## src/rtl/burst_pkg.sv

```systemverilog
package burst_pkg;
  localparam int MAX_LANES = 4;
  localparam int BYTE_W    = 8;

  typedef struct packed {
    logic                 loadEn;
    logic                 stepEn;
    logic                 readOe;
    logic [MAX_LANES-1:0] writeLanes;
  } burstStrobes_t;
endpackage

```

## src/rtl/burst_ctrl.sv

```systemverilog
module burst_ctrl
  import burst_pkg::*;
#(
  parameter int LANES = 4
) (
  input  logic             clk,
  input  logic             rstN,
  input  logic             sleepReq,
  input  logic             loadReq,
  input  logic             advanceReq,
  input  logic             globalWrN,
  input  logic             byteWrN,
  input  logic [LANES-1:0] laneEnN,
  output burstStrobes_t    strobes
);
  logic             awake;
  logic             globalWrite;
  logic             byteWrite;
  logic             readCycle;
  logic [LANES-1:0] laneMask;
  logic [MAX_LANES-1:0] laneVec;

  always_comb begin
    awake       = !sleepReq;
    globalWrite = awake && !globalWrN;
    byteWrite   = awake && globalWrN && !byteWrN;
    readCycle   = awake && globalWrN && byteWrN;
    if (globalWrite)    laneMask = '1;
    else if (byteWrite) laneMask = ~laneEnN;
    else                laneMask = '0;
  end

  generate
    for (genvar g = 0; g < MAX_LANES; g++) begin : gLane
      if (g < LANES) begin : gLive
        assign laneVec[g] = laneMask[g];
      end else begin : gAbsent
        assign laneVec[g] = 1'b0;
      end
    end
  endgenerate

  always_comb begin
    strobes.loadEn     = awake && loadReq;
    strobes.stepEn     = awake && advanceReq;
    strobes.readOe     = readCycle;
    strobes.writeLanes = laneVec;
  end

  AST_SLEEP_QUIET: assert property (@(posedge clk) disable iff (!rstN)
    sleepReq |-> (strobes.writeLanes == '0 && !strobes.readOe));
  AST_SLEEP_HOLD: assert property (@(posedge clk) disable iff (!rstN)
    sleepReq |-> (!strobes.loadEn && !strobes.stepEn));
  AST_GLOBAL_ALL: assert property (@(posedge clk) disable iff (!rstN)
    (!sleepReq && !globalWrN) |-> ($countones(strobes.writeLanes) == LANES));
  AST_OE_EXCL: assert property (@(posedge clk) disable iff (!rstN)
    strobes.readOe |-> (strobes.writeLanes == '0));
endmodule

```

## src/rtl/burst_datapath.sv

```systemverilog
module burst_datapath
  import burst_pkg::*;
#(
  parameter int ADDR_W = 4,
  parameter int LANES  = 4
) (
  input  logic                    clk,
  input  logic                    rstN,
  input  burstStrobes_t           strobes,
  input  logic [ADDR_W-1:0]       baseAddr,
  input  logic                    interleaveSel,
  input  logic [LANES*BYTE_W-1:0] wrData,
  output logic [ADDR_W-1:0]       curAddr,
  output logic [LANES*BYTE_W-1:0] rdData
);
  localparam int UPPER_W = ADDR_W - 2;
  localparam int DEPTH   = 1 << ADDR_W;

  logic [UPPER_W-1:0] upperReg;
  logic [1:0]         startReg;
  logic [1:0]         beatReg;
  logic [1:0]         lowBits;

  always_ff @(posedge clk or negedge rstN) begin
    if (!rstN) begin
      upperReg <= '0;
      startReg <= '0;
      beatReg  <= '0;
    end else if (strobes.loadEn) begin
      upperReg <= baseAddr[ADDR_W-1:2];
      startReg <= baseAddr[1:0];
      beatReg  <= '0;
    end else if (strobes.stepEn) begin
      beatReg  <= beatReg + 2'd1;
    end
  end

  always_comb begin
    if (interleaveSel) lowBits = startReg ^ beatReg;
    else               lowBits = startReg + beatReg;
  end

  assign curAddr = {upperReg, lowBits};

  generate
    for (genvar g = 0; g < LANES; g++) begin : gMem
      logic [BYTE_W-1:0] laneMem [DEPTH];

      always_ff @(posedge clk or negedge rstN) begin
        if (!rstN) begin
          for (int i = 0; i < DEPTH; i++) laneMem[i] <= '0;
        end else if (strobes.writeLanes[g]) begin
          laneMem[curAddr] <= wrData[g*BYTE_W +: BYTE_W];
        end
      end

      assign rdData[g*BYTE_W +: BYTE_W] = strobes.readOe ? laneMem[curAddr] : '0;
    end
  endgenerate

  AST_LOAD_CAPTURE: assert property (@(posedge clk) disable iff (!rstN)
    strobes.loadEn |=> (curAddr == $past(baseAddr)));
  AST_UPPER_HOLD: assert property (@(posedge clk) disable iff (!rstN)
    !strobes.loadEn |=> $stable(curAddr[ADDR_W-1:2]));
  AST_WRAP_START: assert property (@(posedge clk) disable iff (!rstN)
    (strobes.stepEn && !strobes.loadEn && beatReg == 2'd3)
      |=> (curAddr == {upperReg, startReg}));
  AST_SILENT_WRITE: assert property (@(posedge clk) disable iff (!rstN)
    !strobes.readOe |-> (rdData == '0));
endmodule

```

## src/rtl/burst_sram_front.sv

```systemverilog
module burst_sram_front
  import burst_pkg::*;
#(
  parameter int ADDR_W   = 4,
  parameter bit WIDE_BUS = 1'b1,
  parameter int LANES    = WIDE_BUS ? 4 : 2
) (
  input  logic                    clk,
  input  logic                    rstN,
  input  logic                    sleepReq,
  input  logic                    interleaveSel,
  input  logic                    loadReq,
  input  logic                    advanceReq,
  input  logic [ADDR_W-1:0]       baseAddr,
  input  logic                    globalWrN,
  input  logic                    byteWrN,
  input  logic [LANES-1:0]        laneEnN,
  input  logic [LANES*BYTE_W-1:0] wrData,
  output logic [ADDR_W-1:0]       curAddr,
  output logic [LANES-1:0]        laneStrobe,
  output logic [LANES*BYTE_W-1:0] rdData,
  output logic                    rdOe,
  output logic                    standby
);
  burstStrobes_t strobes;

  burst_ctrl #(.LANES(LANES)) u_ctrl (
    .clk        (clk),
    .rstN       (rstN),
    .sleepReq   (sleepReq),
    .loadReq    (loadReq),
    .advanceReq (advanceReq),
    .globalWrN  (globalWrN),
    .byteWrN    (byteWrN),
    .laneEnN    (laneEnN),
    .strobes    (strobes)
  );

  burst_datapath #(.ADDR_W(ADDR_W), .LANES(LANES)) u_path (
    .clk           (clk),
    .rstN          (rstN),
    .strobes       (strobes),
    .baseAddr      (baseAddr),
    .interleaveSel (interleaveSel),
    .wrData        (wrData),
    .curAddr       (curAddr),
    .rdData        (rdData)
  );

  assign laneStrobe = strobes.writeLanes[LANES-1:0];
  assign rdOe       = strobes.readOe;
  assign standby    = sleepReq;
endmodule

```

## config.mk

```make
export PLATFORM = sky130hd
export DESIGN_NAME = burst_sram_front
export DESIGN_NICKNAME = d
export VERILOG_FILES = /design/src/rtl/burst_pkg.sv /design/src/rtl/burst_ctrl.sv /design/src/rtl/burst_datapath.sv /design/src/rtl/burst_sram_front.sv
export SDC_FILE = /design/constraint.sdc
export NUM_CORES = 1
export LEC_CHECK = 0
export CAP_MARGIN = 20
export CORE_MARGIN = 5
export CORE_UTILIZATION = 56
export DETAILED_ROUTE_END_ITERATION = 12
export PLACE_DENSITY = 0.77
export SYNTH_ARGS = -nofsm -noshare
export SYNTH_HDL_FRONTEND = slang
export SYNTH_SLANG_ARGS = --single-unit
```

## constraint.sdc

```tcl
create_clock -name clk -period 2.6 [get_ports clk]
set_clock_uncertainty 0.15 [all_clocks]
set_input_delay 0.39 -clock clk [delete_from_list [all_inputs] [get_ports clk]]
set_output_delay 0.39 -clock clk [all_outputs]
set_load 0.1 [all_outputs]
```

==> impl_metrics.tcl <==
set metrics [dict create \
    slew_violations 0 \
    p_per_area_nw_per_um2 1010 \
    highest_layer "met5" \
    dr_total_vias 21872 \
    die_area_sq_um 53200 \
    clk_pin_slew_ns 0.06 \
    place_area_sq_um 32000 \
    drtPass1Iterations 6 \
    period_needed_ns 3.66 \
    clockBufferDepth 3 \
    ant_nets 0 \
    finish.utilization_pct 73.5 \
    dp_hpwl_microns 54200 \
    crit_fanout 7 \
    fp.dieH_microns 231 \
    fin_cells 3163 \
    initial_core_util_pct 56.8 \
    holdWs_ns 0.0804 \
    period_share_pct 141 \
    drv_cap 0 \
    cts_sinks 518 \
    ys_warn_count 0 \
    grt_max_degree 99 \
    dominantRegCellSynth "dfrtp_1" \
    place_ws_ns -0.631 \
    multi_input_area_sq_um 15100 \
    viasPerCell 6.91 \
    insertion_delay_ns 0.60 \
    ys_seq_elements 518 \
    synth_nets 2378 \
    htreeDepth 2 \
    yosysSeqAreaShare_pct 47.6 \
    port_buffers 89 \
    dieWidth_microns 231 \
    seqCellArea_sq_um 13000 \
    hold_class "input pin to async pin" \
    critPathArrivalTime_ns 3.12 \
    coreArea_sq_um 47900 \
    cp.required_ns 2.06 \
    synth_area_sq_um 27200 \
    cts_root_buffer "clkbuf_16" \
    numCtsBuffers 55 \
    synthArstFlopShare_pct 100 \
    status "complete, but fails checks" \
    drive_gt1_share_pct 43.9 \
    syn2layout_area_growth_pct 29.4 \
    wl_per_cell_microns 27.3 \
    ioPinCount 90 \
    place_inst 3048 \
    ys_types 46 \
    tightest_slew_ns 0.731 \
    max_freq_mhz 273 \
    avgSynthCellArea_sq_um 11.7 \
    cellLeakagePower_nw 15.0 \
    finalHoldViolCount 0 \
    fin_nets 2553 \
    met1_length_microns 34200 \
    cts_tree "built" \
    synth_edf_count 0 \
    final_common_cell "dfrtp_1" \
    synth_top_area_share_pct 47.6 \
    grt-ovfl-total 0 \
    end_kind "primary output" \
    syn_inst 2329 \
    grt_pass1_wl_microns 131000 \
    stdcell_area_sq_um 35200 \
    drt-initial-drc-count 2503 \
    critical_path_class "register to primary output" \
    synth_area_leader_cell "dfrtp_1" \
    place_congestion 0.890 \
    rows 80 \
    track_usage_pct 31.1 \
    num-fill-cells 2818 \
    drc 0 \
    ir_worst_vdd_mv 0.666 \
    grt_antenna_before_repair 2 \
    layout_common_cells "dfrtp_1, mux2_2, nand2_1, nor2_1, buf_12" \
    grt_pass1_vias 22725 \
    slew_headroom_pct 51.1 \
    startpoint_type "register" \
    synth.top_cells.by_area "dfrtp_1, mux2_2, nand2_1, mux4_2, o221a_2" \
    met2_length_microns 40800 \
    rsz0062_at_grt "true" \
    violations "setup timing" \
    worst_slack_ns -1.06 \
    setup_viol 534 \
    wl_microns 86200 \
    wl_met3_microns 7510 \
]
[power by group]
group          switching (W)  total, W  internal [W]
clock network        0.00333   0.00800       0.00467
logic                0.00585    0.0130       0.00714
registers            0.00276    0.0147        0.0120
[Yosys cell counts (18+ instances only)]
master / n
nand3_1: 33
mux2i_1: 66
and3b_1: 63
a32oi_1: 31
nand4_1: 31
mux2_2: 503
nor2_4: 20
o221a_2: 61
a311oi_1: 31
nor3_1: 64
nor2_1: 147
clkbuf_1: 154
o31ai_1: 62
a211oi_1: 62
dfrtp_1: 518
nand2_1: 210
o21ai_0: 37
o32ai_1: 31
a31oi_1: 31
mux4_2: 33
buf_2: 18
[routing by layer]
layer  vias to the layer above  global-route usage [%]
met5                         -                       0
met4                         2                    14.0
met3                       274                    6.18
met2                      1219                    49.5
met1                     11271                    41.6
li1                       9106                       -
[cell type report]
class,count,area share (%)
well taps,615,2.18
flip-flops and latches,518,36.8
clock buffers,76,4.42
repair buffers,317,13.0
clock inverters,24,0.778
multi-input cells,1612,42.8
diodes,1,0.00710
[kinds of logic after synthesis]
group / synth area share, %
buffers and inverters: 3.11
XOR/XNOR: 0.234
AO/OA/AOI/OAI: 11.3
AND/OR/NAND/NOR: 11.1
flip-flops: 47.6
multiplexers: 26.6
adder cells (fa/ha/maj): 0.0459
[critical path, stage by stage, from the launching register on]
cell	delay [ns]
dfrtp_1	0.41
ha_4	0.19
nor2b_4	0.26
xnor2_4	0.15
buf_12	0.18
buf_12	0.14
buf_16	0.15
mux4_2	0.52
nand4_1	0.22
a32oi_4	0.10
buf_12	0.19
[state kept, by name, summed over array words and instances, names as in the netlist]
register and count:
u_path.beatReg 2, u_path.upperReg 2, u_path.gMem.laneMem 512, u_path.startReg 2
[path summary, 6_finish.rpt]
kind / cells past startpoint / endpoint / startpoint / slack (ns)
setup / recovery: 10 / rdData[8] / u_path.beatReg[0] / -1.06
hold / removal: 2 / u_path.startReg[0] / rstN / 0.08
setup reg to reg: 12 / u_path.gMem[3].laneMem[89] / u_path.beatReg[0] / -0.28
hold reg to reg: 1 / u_path.gMem[0].laneMem[80] / u_path.gMem[0].laneMem[80] / 0.35
max in group asynchronous: 3 / u_path.gMem[3].laneMem[91] / rstN / 1.27
min in group clk: 2 / u_path.startReg[0] / baseAddr[0] / 0.25
[timing repair]
action,CTS,global route
setup buffers,6,3
cloned,6,2
pin swaps,35,40
endpoints found under the setup margin,498,481
endpoints found under the hold margin,408,0
gates resized for setup,81,221
hold buffers,1,0
[stage by stage]
step	power, W	TNS (ns)
floorplan	0.0219	-23.94
CTS	0.0343	-47.68
global route	0.0373	-126.27
global placement	0.0247	-105.65
detailed placement	0.0256	-73.46
finish	0.0357	-93.40
No activity file was read; power rests on OpenSTA's default activity.
